[src/rtl/spi_regs_pkg.sv]
package spi_regs_pkg;

    localparam int BYTE_W = 8;
    localparam logic [6:0] DEV_ADDR = 7'b0010000;
    localparam int INCR_BIT = 7;

    typedef enum logic [2:0] {
        ST_IDLE,
        ST_HDR,
        ST_PTR,
        ST_DATA,
        ST_SKIP
    } frame_state_e;

    typedef struct packed {
        logic               en;
        logic [3:0]         idx;
        logic [BYTE_W-1:0]  data;
    } wr_req_t;

    function automatic logic header_ok(input logic [BYTE_W-1:0] b);
        return (b[7:1] == DEV_ADDR) && !b[0];
    endfunction

endpackage

[src/rtl/spi_sync.sv]
module spi_sync #(
    parameter int W = 3,
    parameter int STAGES = 2,
    parameter logic [W-1:0] RST_VAL = '0
) (
    input  logic         clk,
    input  logic         rst,
    input  logic [W-1:0] d_in,
    output logic [W-1:0] d_out
);
    logic [W-1:0] stg [STAGES];

    always_ff @(posedge clk) begin
        if (rst) begin
            for (int i = 0; i < STAGES; i++) stg[i] <= RST_VAL;
        end else begin
            stg[0] <= d_in;
            for (int i = 1; i < STAGES; i++) stg[i] <= stg[i-1];
        end
    end

    assign d_out = stg[STAGES-1];
endmodule

[src/rtl/spi_frame_parser.sv]
module spi_frame_parser
    import spi_regs_pkg::*;
#(
    parameter int IDX_W = 4
) (
    input  logic             clk,
    input  logic             rst,
    input  logic             cs_n_s,
    input  logic             sck_s,
    input  logic             mosi_s,
    output logic             wr_en,
    output logic [IDX_W-1:0] wr_idx,
    output logic [BYTE_W-1:0] wr_data
);
    frame_state_e      state;
    logic [2:0]        bit_cnt;
    logic [BYTE_W-1:0] shreg;
    logic [IDX_W-1:0]  ptr;
    logic              incr;
    logic              sck_d;
    logic              sck_rise;
    logic [BYTE_W-1:0] next_byte;
    logic              byte_done;

    assign sck_rise  = sck_s && !sck_d;
    assign next_byte = {shreg[BYTE_W-2:0], mosi_s};
    assign byte_done = sck_rise && (bit_cnt == 3'd7);

    always_ff @(posedge clk) begin
        if (rst) begin
            state   <= ST_IDLE;
            bit_cnt <= '0;
            shreg   <= '0;
            ptr     <= '0;
            incr    <= 1'b0;
            sck_d   <= 1'b0;
            wr_en   <= 1'b0;
            wr_idx  <= '0;
            wr_data <= '0;
        end else begin
            sck_d <= sck_s;
            wr_en <= 1'b0;
            if (cs_n_s) begin
                state   <= ST_IDLE;
                bit_cnt <= '0;
            end else if (state == ST_IDLE) begin
                state   <= ST_HDR;
                bit_cnt <= '0;
            end else if (sck_rise) begin
                shreg   <= next_byte;
                bit_cnt <= bit_cnt + 3'd1;
                if (byte_done) begin
                    unique case (state)
                        ST_HDR:  state <= header_ok(next_byte) ? ST_PTR : ST_SKIP;
                        ST_PTR: begin
                            ptr   <= next_byte[IDX_W-1:0];
                            incr  <= next_byte[INCR_BIT];
                            state <= ST_DATA;
                        end
                        ST_DATA: begin
                            wr_en   <= 1'b1;
                            wr_idx  <= ptr;
                            wr_data <= next_byte;
                            if (incr) ptr <= ptr + 1'b1;
                        end
                        default: state <= state;
                    endcase
                end
            end
        end
    end

    // pointer after a write either holds or sits one above the written index
    assert_ptr_step_R6: assert property (@(posedge clk) disable iff (rst)
        wr_en |-> (ptr == (incr ? wr_idx + 1'b1 : wr_idx)));

    // a write only follows a cycle with select low
    assert_write_in_frame_R7: assert property (@(posedge clk) disable iff (rst)
        wr_en |-> !$past(cs_n_s));

    // a rejected frame never produces a write
    assert_skip_no_write_R3: assert property (@(posedge clk) disable iff (rst)
        (state == ST_SKIP) |=> !wr_en);

    // writes only come out of the data phase
    assert_write_from_data_R2: assert property (@(posedge clk) disable iff (rst)
        wr_en |-> ($past(state) == ST_DATA));
endmodule

[src/rtl/spi_reg_bank.sv]
module spi_reg_bank
    import spi_regs_pkg::*;
#(
    parameter int REG_COUNT = 16,
    localparam int IDX_W = $clog2(REG_COUNT)
) (
    input  logic                        clk,
    input  logic                        rst,
    input  wr_req_t                     req,
    output logic [REG_COUNT*BYTE_W-1:0] flat
);
    logic [BYTE_W-1:0] regs_arr [REG_COUNT];

    for (genvar i = 0; i < REG_COUNT; i++) begin : g_reg
        always_ff @(posedge clk) begin
            if (rst) regs_arr[i] <= '0;
            else if (req.en && (req.idx[IDX_W-1:0] == i[IDX_W-1:0])) regs_arr[i] <= req.data;
        end
        assign flat[i*BYTE_W +: BYTE_W] = regs_arr[i];
    end

    // a write request lands in the addressed register one cycle later
    assert_write_lands_R2: assert property (@(posedge clk) disable iff (rst)
        req.en |=> (regs_arr[$past(req.idx[IDX_W-1:0])] == $past(req.data)));

    // register 0 reads zero in the cycle after reset
    logic rst_q;
    always_ff @(posedge clk) rst_q <= rst;
    always_ff @(posedge clk) begin
        if (rst_q && !rst) assert_reset_zero_R1: assert (regs_arr[0] == '0);
    end
endmodule

[src/rtl/spi_reg_slave.sv]
module spi_reg_slave
    import spi_regs_pkg::*;
#(
    parameter int REG_COUNT = 16
) (
    input  logic                        clk,
    input  logic                        rst,
    input  logic                        spi_cs_n,
    input  logic                        spi_sck,
    input  logic                        spi_mosi,
    output logic [REG_COUNT*BYTE_W-1:0] regs_flat
);
    localparam int IDX_W = $clog2(REG_COUNT);

    logic [2:0] raw_bus;
    logic [2:0] sync_bus;
    wr_req_t    req;
    logic [IDX_W-1:0] wr_idx;

    assign raw_bus = {spi_cs_n, spi_sck, spi_mosi};

    spi_sync #(.W(3), .STAGES(2), .RST_VAL(3'b100)) u_sync (
        .clk   (clk),
        .rst   (rst),
        .d_in  (raw_bus),
        .d_out (sync_bus)
    );

    spi_frame_parser #(.IDX_W(IDX_W)) u_parser (
        .clk     (clk),
        .rst     (rst),
        .cs_n_s  (sync_bus[2]),
        .sck_s   (sync_bus[1]),
        .mosi_s  (sync_bus[0]),
        .wr_en   (req.en),
        .wr_idx  (wr_idx),
        .wr_data (req.data)
    );

    assign req.idx = 4'(wr_idx);

    spi_reg_bank #(.REG_COUNT(REG_COUNT)) u_bank (
        .clk  (clk),
        .rst  (rst),
        .req  (req),
        .flat (regs_flat)
    );
endmodule

[config.mk]
export PLATFORM = sky130hd
export DESIGN_NAME = spi_reg_slave
export DESIGN_NICKNAME = d
export VERILOG_FILES = /design/src/rtl/spi_regs_pkg.sv /design/src/rtl/spi_sync.sv /design/src/rtl/spi_frame_parser.sv /design/src/rtl/spi_reg_bank.sv /design/src/rtl/spi_reg_slave.sv
export SDC_FILE = /design/constraint.sdc
export NUM_CORES = 1
export LEC_CHECK = 0
export BUFFER_PORTS_ARGS = -buffer_cell sky130_fd_sc_hd__buf_2
export CORE_MARGIN = 2
export CORE_UTILIZATION = 59
export DETAILED_ROUTE_END_ITERATION = 12
export PLACE_DENSITY_LB_ADDON = 0.25
export SETUP_SLACK_MARGIN = 0.1
export SYNTH_ARGS = -nofsm -noshare
export SYNTH_HDL_FRONTEND = slang
export SYNTH_HIERARCHICAL = 1
export SYNTH_SLANG_ARGS = --single-unit
[constraint.sdc]
create_clock -name clk -period 3.7 [get_ports clk]
set_input_delay 0.925 -clock clk [delete_from_list [all_inputs] [get_ports clk]]
set_output_delay 0.925 -clock clk [all_outputs]
set_load 0.005 [all_outputs]
==> results.toml <==
[clock_network]
insertion_delay_ns = 0.53
cts_resized = 0
tritoncts = "yes"
post-cts-setup-buffers = 0
root_buffer = "clkbuf_8"
path_clk_slew_ns = 0.06
cts.sinks = 166
numCtsBuffers = 17
htreeDepth = 4
holdBufCountCts = 0
cts_buffer_depth = 2

[sta]
fin_crit_ns = 2.17
rsz0062_at_grt = "no"
period_share_pct = 58.7
slew-limit-headroom_pct = 33.1
fin_setup_tns_ns = 0
maxSlewViolCount = 0
setup_slack_ns = 1.53
setup_violations = 0
fin_skew_ns = 0.0122
finalHoldViolCount = 0
timing.fmax_mhz = 460
worstMarginPinSlew_ns = 0.999
whs_ns = 0.417

[yosys]
netlist.area_leader.share_pct = 59.2
ys_top_cells_by_area = "edfxtp_1 (59%), dfxtp_1 (12%), nor2_1 (8.3%)"
syn_inst = 491
synth.distinct_cells = 44
synth-seq-cells = 166
synth-main-ff-cell = "edfxtp_1"
yosysMostFrequentCell = "nor2_1"
syn_avg_cell_area_um2 = 13.2
netlist_top_cells_count = "nor2_1 (144), edfxtp_1 (128), dfxtp_1 (38), mux2i_1 (24), nand3b_1 (19)"
synth_area_mm2 = 0.00649
synthArstFlopShare_pct = 0
synth_warnings = 6
synth_nets = 499
ys_seq_area_share_pct = 71.0
yosysTopAreaCell = "edfxtp_1"
synth_edf_count = 128

[flow_run]
drv_cap = 0

[setup_path]
timing.rr.start = "u_parser/bit_cnt[0]"
worstSetupPathType = "reg2reg"
critPathLaunch = "u_parser/bit_cnt[0]"
worstPathRequired_ns = 4.09
crit_path_end_kind = "register"
setup.worst_path.start_class = "register"
critPathArrivalTime_ns = 2.56
cp_max_fo = 12

[status]
status = "finished, final reports clean"

[layout]
diodes = 0
nets = 623
drive_above_1_share_pct = 32.2
syn2layout_area_growth_pct = 18.9
nFillCells = 717

[grt]
track_usage_pct = 24.3
grt_overflow = 0
grt_pass1_vias = 3987
antenna_found_initial = 0
grt_max_degree = 37
grt_first_pass_wirelength_mm = 21.0

[place]
hpwl_mm = 9.47
gp_congestion = 0.785
io_buffers = 132
pre_cts_slack_ns = 1.38

[min_path]
hold_path_class = "reg2reg"
min_from = "u_sync/stg[0][2]"

[route]
routed.top_layer = "met4"
via_count = 4192
wl_met2_mm = 6.94
drtIter0Drc = 373
wl_per_cell_um = 17.9
drt-met1-wl_mm = 5.63
drtAntennaViolNets = 0
viasPerCell = 5.46
drc = 0
wl_mm = 13.7
routed-wl-met3_um = 961
dr.pass1.iters = 5

[die]
die_h_um = 109
core_area_mm2 = 0.0108
dieArea_mm2 = 0.0119
io_pins = 133
start_util_pct = 60.1
die_w_um = 109
rows = 38

[pwr]
ir_drop_uv = 287
power_density_mw_per_mm2 = 481
power.leakage_uw = 0.00290
==> report_power, final <==
| group | switching, uW | total, uW | internal, uW |
|---|---|---|---|
| clock network | 712 | 1540 | 824 |
| logic | 64.2 | 107 | 43.2 |
| registers | 16.8 | 2070 | 2050 |
| total | 793 | 3710 | 2920 |
==> cells by family after synthesis <==
kind of cell	after synthesis	synth area share, %
xor+xnor	1	0.135
flops	166	71.0
buf+inv	38	3.12
simple gates	231	18.4
mux	24	3.70
fa+ha+maj	3	0.579
compound gates	28	3.05
==> cell type report <==
cell class | count | area (um^2) | share of cell area (%)
clock buffers | 17 | 414 | 5.37
clock inverters | 15 | 106 | 1.38
inverters | 3 | 11.3 | 0.146
multi-input cells | 287 | 1680 | 21.8
flip-flops and latches | 166 | 4600 | 59.7
well taps | 140 | 175 | 2.27
repair buffers | 140 | 721 | 9.34
==> layout by cell type, fill, tap and decap left out, types with 11 or more instances in the layout <==
cell type  Yosys  layout
buf_2          6     132
clkbuf_16      0      16
dfxtp_1       38      38
edfxtp_1     128     128
mux2i_1       24      24
nand3_1       11      11
nand3b_1      19      19
nor2_1       144     144
nor2_2        12      12
o21bai_1      12      12
==> flip-flops by register name, summed over array words and instances, names as in the netlist <==
name,count
u_parser/shreg,7
u_parser/sck_d,1
u_parser/wr_data,8
u_parser/state,3
u_bank/regs_arr,128
u_parser/bit_cnt,3
u_parser/incr,1
u_parser/wr_en,1
u_parser/wr_idx,4
u_sync/stg,6
u_parser/ptr,4
==> worst max-delay path, cell delays in order, from the launching register on <==
cell      delay, ns
dfxtp_1        0.36
ha_1           0.16
ha_1           0.19
nand3b_4       0.14
nor4b_4        0.85
mux2i_1        0.28
nor2_1         0.05
==> metrics by stage <==
| step | cells | instance area [um^2] | util, % | total power [uW] |
|---|---|---|---|---|
| after global placement | 736 | 7190 | 66.6 | 2210 |
| after CTS | 768 | 7710 | 71.5 | 3730 |
| final | 768 | 7710 | 71.5 | 3710 |
| after global routing | 768 | 7710 | 71.5 | 3830 |
| after floorplan | 491 | 6490 | - | 2150 |
| after detailed placement | 736 | 7190 | 66.6 | 2220 |
==> routing by layer <==
layer	vias up	global-route usage, %
met1	2021	32.2
met2	180	39.0
met5	-	0
li1	1966	-
met4	0	9.71
met3	25	5.74
==> worst paths after layout <==
kind                            depth (start not counted)                  to  slack, ns
worst max-delay path                                    6  u_parser/wr_idx[3]       1.53
worst min register to register                          1    u_sync/stg[0][5]       0.42
worst min-delay path                                    1    u_sync/stg[0][5]       0.42
worst max register to register                          6  u_parser/wr_idx[3]       1.53
(Power assumes the default switching activity.)
